File: src/rtl/cmd_interval_timer.sv
module cmd_interval_timer #(
  parameter int CNT_W  = 32,
  parameter int ADDR_W = 6,
  parameter int DATA_W = 32
) (
  input  logic              clk,
  input  logic              rst_n,
  input  logic              tick_en,
  input  logic              bus_valid,
  input  logic              bus_write,
  input  logic [ADDR_W-1:0] bus_addr,
  input  logic [DATA_W-1:0] bus_wdata,
  output logic [DATA_W-1:0] bus_rdata,
  output logic              irq
);

  localparam int IW = ADDR_W - 2;
  localparam logic [IW-1:0] W_RESTART = IW'(0);
  localparam logic [IW-1:0] W_START   = IW'(1);
  localparam logic [IW-1:0] W_STOP    = IW'(2);
  localparam logic [IW-1:0] W_MODE    = IW'(3);
  localparam logic [IW-1:0] W_STATUS  = IW'(4);
  localparam logic [IW-1:0] W_COUNT   = IW'(5);
  localparam logic [IW-1:0] W_TERM    = IW'(6);
  localparam logic [IW-1:0] W_IEN     = IW'(7);
  localparam logic [IW-1:0] W_ACK     = IW'(8);
  localparam logic [3:0]    RUN_IDLE  = 4'd1;
  localparam logic [3:0]    RUN_BUSY  = 4'd2;

  logic [CNT_W-1:0] count, term;
  logic             running, one_shot, ien, pend;
  logic             aligned, wr, rd;
  logic [IW-1:0]    widx;
  logic             c_restart, c_start, c_stop, c_mode, c_term, c_ien, c_ack;
  logic             advance, hit, evt;
  logic [7:0]       status;

  assign aligned = (bus_addr[1:0] == 2'b00);
  assign widx    = bus_addr[ADDR_W-1:2];
  assign wr      = bus_valid &  bus_write & aligned;
  assign rd      = bus_valid & ~bus_write & aligned;

  assign c_restart = wr && (widx == W_RESTART);
  assign c_start   = wr && (widx == W_START);
  assign c_stop    = wr && (widx == W_STOP);
  assign c_mode    = wr && (widx == W_MODE);
  assign c_term    = wr && (widx == W_TERM);
  assign c_ien     = wr && (widx == W_IEN);
  assign c_ack     = wr && (widx == W_ACK) && bus_wdata[7];

  assign advance = running && tick_en;
  assign hit     = (count == term);
  assign evt     = advance && hit;

  always_ff @(posedge clk or negedge rst_n) begin
    if (!rst_n) begin
      count <= '0;
    end else if (c_restart) begin
      count <= '0;
    end else if (advance) begin
      if (!hit)          count <= count + 1'b1;
      else if (!one_shot) count <= '0;
    end
  end

  always_ff @(posedge clk or negedge rst_n) begin
    if (!rst_n)         pend <= 1'b0;
    else if (c_restart) pend <= 1'b0;
    else if (evt)       pend <= 1'b1;
    else if (c_ack)     pend <= 1'b0;
  end

  always_ff @(posedge clk or negedge rst_n) begin
    if (!rst_n)                running <= 1'b0;
    else if (c_stop)           running <= 1'b0;
    else if (c_start)          running <= 1'b1;
    else if (evt && one_shot)  running <= 1'b0;
  end

  always_ff @(posedge clk or negedge rst_n) begin
    if (!rst_n) begin
      term     <= '1;
      one_shot <= 1'b0;
      ien      <= 1'b0;
    end else begin
      if (c_term) term     <= bus_wdata[CNT_W-1:0];
      if (c_mode) one_shot <= bus_wdata[0];
      if (c_ien)  ien      <= bus_wdata[0];
    end
  end

  assign status = {pend, ien, one_shot, running, running ? RUN_BUSY : RUN_IDLE};
  assign irq    = pend & ien;

  always_comb begin
    bus_rdata = '0;
    if (rd) begin
      case (widx)
        W_STATUS: bus_rdata = DATA_W'(status);
        W_COUNT:  bus_rdata = DATA_W'(count);
        W_TERM:   bus_rdata = DATA_W'(term);
        default:  bus_rdata = '0;
      endcase
    end
  end

  AST_RESTART_CLEARS: assert property (@(posedge clk) disable iff (!rst_n)
    c_restart |=> (count == '0) && !pend);
  AST_EVENT_PENDS: assert property (@(posedge clk) disable iff (!rst_n)
    (evt && !c_restart) |=> pend);
  AST_ACK_DROPS: assert property (@(posedge clk) disable iff (!rst_n)
    (c_ack && !evt && !c_restart) |=> !pend);
  AST_ONESHOT_PARKS: assert property (@(posedge clk) disable iff (!rst_n)
    (evt && one_shot && !c_start && !c_restart) |=> !running && $stable(count));
  AST_CONT_WRAPS: assert property (@(posedge clk) disable iff (!rst_n)
    (evt && !one_shot) |=> (count == '0));
  AST_IDLE_HOLDS: assert property (@(posedge clk) disable iff (!rst_n)
    (!running && !c_restart) |=> $stable(count));
  AST_IRQ_GATED: assert property (@(posedge clk) disable iff (!rst_n)
    irq |-> (pend && ien));

endmodule

File: config.mk
export PLATFORM = sky130hd
export DESIGN_NAME = cmd_interval_timer
export DESIGN_NICKNAME = d
export VERILOG_FILES = /design/src/rtl/cmd_interval_timer.sv
export SDC_FILE = /design/constraint.sdc
export NUM_CORES = 1
export LEC_CHECK = 0
export CAP_MARGIN = 20
export CORE_MARGIN = 1
export CORE_UTILIZATION = 53
export CTS_CLUSTER_SIZE = 16
export DETAILED_ROUTE_END_ITERATION = 8
export PLACE_DENSITY = 0.8
export REMOVE_ABC_BUFFERS = 1
export SETUP_SLACK_MARGIN = 0.4
export SLEW_MARGIN = 20
export SYNTH_ARGS = -nofsm -noshare
export SYNTH_HDL_FRONTEND = slang
export SYNTH_SLANG_ARGS = --single-unit
File: constraint.sdc
create_clock -name clk -period 3.3 [get_ports clk]
set_input_delay 0.99 -clock clk [delete_from_list [all_inputs] [get_ports clk]]
set_output_delay 0.99 -clock clk [all_outputs]
set_load 0.02 [all_outputs]
After elaboration in Yosys (flattened, before gate mapping)
Cells that the tools add are included.

Magnitude comparators: 0. Add/subtract/negate cells: 1. Shift operators: 0. Equality and inequality tests: 10. Div/mod/pow operators: 0. Multiplexer cells: 13. Bitwise operators: 6. Reductions and logical operators: 17. Multiply operators: 0.

Operators by type and width (count): $mux 32 (5); $pmux 32 s3 (1); $add 32x1->32 const B (1); $eq 32x32->1 (1); $eq 4x3->1 const B (4); $logic_and 1x1->1 (11); $eq 4x2->1 const B (2); $mux 1 (6); $reduce_bool 3->1 (2); $and 1x1->1 (5); $eq 4x1->1 const B (1); $eq 4x4->1 const B (1); $logic_not 4->1 (1); $ne 3x3->1 const B (1); $logic_not 2->1 (1); $mux 2 (1); $reduce_and 2->1 (1); $reduce_bool 2->1 (1); $not 1->1 (1).

Logic and storage cells: 53. Memories kept: 0. Output and inout bits: 33. ROM bits: 0. Bits in latches: 0. Bits in writable memories: 0. Flip-flop bits (word level): 68.

Logic depth before layout (Yosys ltp)
Depth after elaboration: 7. Depth in mapped cells: 8.

Least setup slack after synthesis
OpenSTA, ideal clock, no wires.

Path kind: input to output. From: in bus_addr[5]. To: out bus_rdata[11]. Slack: -0.085 ns. Data required time: 2.310 ns. Data arrival time: 2.395 ns. Cell stages on the path: 6. Buffers on the path: 2. Cell sequence: nand2b_1 nor3b_1 clkbuf_1 clkbuf_1 a22oi_1 nor2_1.

Word-level cells in the longest chain between the ends: 3. Elaborated cells between the ends (all ways): 5.

Ends and longest elaborated chain: from (decl) (line 11) `input logic [ADDR_W-1:0] bus_addr,`; $eq 4x3->1 (line 98) `case (widx)`; $pmux 32 s3 (*) (line 98); $mux 32 (*) (line 97) `if (rd) begin`; to (decl) (line 13) `output logic [DATA_W-1:0] bus_rdata,`.

Every way passes the cells marked *; elsewhere a longest branch is shown, timed or not.

Worst setup path after layout
Ends and elaborated chain as after synthesis.

==> results.yml <==
critical_path:
  critPathBufInv: 6
  reg2reg_depth: 7
  crit_path_end_kind: "primary output"
  crit_fanout: 5
  path_class: "input port to primary output"
  arrival_ns: 2.24
  path_delay_family: "buffers and inverters"
  endpoint: "bus_rdata[11]"
  crit_chain: "buf_6, nand2b_4, buf_6, nor2b_4, buf_6, buf_12, buf_16, a22oi_2, nor2_2, buf_4"
  cp_num_cells: 10
  crit_path_start: "bus_addr[5]"
  reg2reg_to: "count[11]$_DFFE_PN0P_"
  crit_path_start_kind: "input port"
  crit-reg2reg-launch: "count[16]$_DFFE_PN0P_"
  cp_slowest_cell: "nand2b_4"
  r2r_slack_ns: 0.82
  path_common_cell: "buf_6"
  critPathMaxStageDelay_ns: 0.17
  crit_required_ns: 2.31
synth:
  synth_most_common_cell: "nor2_1"
  yosys_register_bits: 68
  netlist_top_cells_area: "dfrtp_1, dfstp_2, mux2_2"
  ys_async_sr_fraction_pct: 100.0
  synth_largest_area_cell: "dfrtp_1"
  synth_top_area_share_pct: 21.01
  synth_common_cells: "nor2_1, dfrtp_1, dfstp_2, xnor2_1, a22oi_1"
  syn_area_um2: 4288
  synth_flop_cell: "dfrtp_1"
  synth_warnings: 0
  syn_area_per_cell_um2: 9.636
  yosysUniqueCellTypes: 47
  synth-edff-count: 0
  synthCells: 445
  ys_seq_area_share_pct: 40.62
grt:
  overflow: 0
  antenna_found_initial: 0
  grt_max_degree: 39
  grt_pass1_wl_mm: 20.12
  grt_use_total_pct: 30.89
  grt_pass1_vias: 4007
sta:
  setup_viol_count_final: 0
  max_freq_mhz: 309.9
  finalCriticalPeriod_ns: 3.227
  tightest_slew_ns: 0.7806
  skew_ns: 0.01300
  fin_crit_sh_pct: 97.77
  hold_viol: 0
  rsz0062_at_grt: "yes"
  slew_violations: 0
  maxSlewHeadroom_pct: 47.96
drt:
  dr.pass1.iters: 6
  ant_nets: 0
  first_iter_violations: 384
  drt-total-wl_mm: 12.15
  drc_errors: 0
  routedWlPerCell_um: 19.13
  vias: 3989
  viasPerCell: 6.282
cells_and_area:
  instances_no_fill: 635
  area_delta_synth_final_pct: 36.45
  fin_nets: 572
  diodes: 0
  drive_gt1_share_pct: 35.27
power_and_ir_drop:
  p_per_area_nw_per_um2: 360.5
  p_int_uw: 1508
  p_leak_uw: 0.002446
  power_frac_comb_pct: 17.4
  p_clk_share_pct: 34.1
  switchingPower_uw: 601.0
  ir_drop_mv: 0.2527
  power_uw: 2109
  swShare_pct: 28.50
  seqPwrFrac_pct: 48.5
placed_design:
  io_buffers: 75
  dp_hpwl_mm: 7.570
  placedCellCount: 606
  place.gp.congestion: 0.8335
cts:
  cts_buffers: 9
  cts-root-buf: "clkbuf_8"
  cts_hold_buf: 0
  cts.sinks: 68
  cts_tree: "built"
  clock_latency_ns: 0.35
  cts_buffer_depth: 2
  clk_pin_slew_worst_paths_ns: 0.08
  h-tree-depth: 3
die:
  rows: 32
  dieArea_um2: 8454
  initial_utilization_pct: 55.20
  core_area_um2: 7767
  die_width_um: 91.95
  pin_count: 76
  die_y_um: 91.95
status:
  status: "finished clean"
hold_path:
  hold_path_class: "register to register"
flow_run:
  max_cap_violations: 0
[layout make-up]
cell class                      instances  area (um2)
Multi-Input combinational cell        336        2559
Tap cell                              102       127.6
Sequential cell                        68        1742
Clock inverter                          4       47.55
Timing Repair Buffer                  112        1216
Inverter                                1       3.754
Fill cell                             516        1917
Clock buffer                           12       155.1
[cell families (layout without fill, tap and decap cells)]
group | after synthesis | in the layout | synth area share (%)
adders and majority gates | 1 | 1 | 0.2918
and+or+nand+nor | 183 | 183 | 22.91
buffers and inverters | 41 | 129 | 4.610
muxes | 37 | 37 | 9.630
AOI/OAI and AO/OA | 83 | 83 | 14.88
DFF | 68 | 68 | 40.62
xor gates and xnor gates | 32 | 32 | 7.062
[how the worst min path moves through the flow]
stage	start	endpoint	slack [ns]	cells past startpoint
after floorplan	ien$_DFFE_PN0P_	ien$_DFFE_PN0P_	0.49	1
after global placement	ien$_DFFE_PN0P_	ien$_DFFE_PN0P_	0.54	1
after detailed placement	ien$_DFFE_PN0P_	ien$_DFFE_PN0P_	0.54	1
after CTS	ien$_DFFE_PN0P_	ien$_DFFE_PN0P_	0.56	1
after global routing	ien$_DFFE_PN0P_	ien$_DFFE_PN0P_	0.60	1
final	ien$_DFFE_PN0P_	ien$_DFFE_PN0P_	0.57	1
[cells in the final DEF (no fill, tap or decap), types with 4 or more instances in the layout]
master and n:
nor2_2 7, a22oi_1 22, buf_6 21, a21oi_1 9, nor2_1 33, nand3_1 9
buf_12 8, and3_1 20, a211o_1 18, a22oi_2 6, o21ai_0 5, a21o_1 5
a221o_1 8, clkbuf_8 11, buf_4 34, nor2_4 12, nand2_1 21, nor3b_1 7
nor3_1 25, buf_2 4, mux2_1 11, buf_16 4, mux2_2 23, nand4_1 24
dfrtp_1 36, dfstp_2 32, xnor2_1 29, clkdlybuf4s50_1 34
[metal layers]
metal,up-vias,track usage [%],part of all wire (%)
met5,-,0,0
met4,0,14.97,2.2
met3,25,5.224,5.6
met2,152,50.31,51
met1,1996,39.90,41
li1,1816,-,-
[through the flow]
step | util [%] | area [um2] | hold WS, ns | worst slack [ns] | setup TNS, ns
final | 75.32 | 5851 | 0.5746 | 0.07347 | 0
after floorplan | - | 4094 | 0.4948 | -1.629 | -81.19
after CTS | 74.42 | 5781 | 0.5597 | 0.09007 | 0
after global routing | 75.32 | 5851 | 0.5950 | 0.03732 | 0
after global placement | 67.17 | 5218 | 0.5389 | -0.7087 | -20.75
after detailed placement | 67.17 | 5218 | 0.5405 | -0.7120 | -20.76
[registers in the layout, summed over array words and instances, names as in the netlist]
signal,count
pend,1
count,32
ien,1
one_shot,1
term,32
running,1
[power groups by stage]
stage,Clock [uW],Sequential [uW],Combinational [uW]
finish,720,1020,366
global route,758,1030,396
CTS,729,1020,363
detailed placement,0,1030,339
global placement,0,1030,329
floorplan,0,1000,200
[worst reg2reg max path: cells and delay by family (launching register included)]
kind / cells / cell delay, ns
XOR/XNOR: 1 / 0.18
AO/OA/AOI/OAI: 2 / 0.47
AND/OR/NAND/NOR: 3 / 0.89
buffers and inverters: 1 / 0.19
flip-flops: 1 / 0.65
[timing repair]
action / CTS / global route
resized for setup: 245 / 20
cloned: 6 / 0
pin swaps: 25 / 10
endpoints found under the setup margin: 32 / 32
hold endpoints to repair: 0 / 0
buffers inserted: 6 / 1
Note: power is estimated with default switching activity, not from simulation.
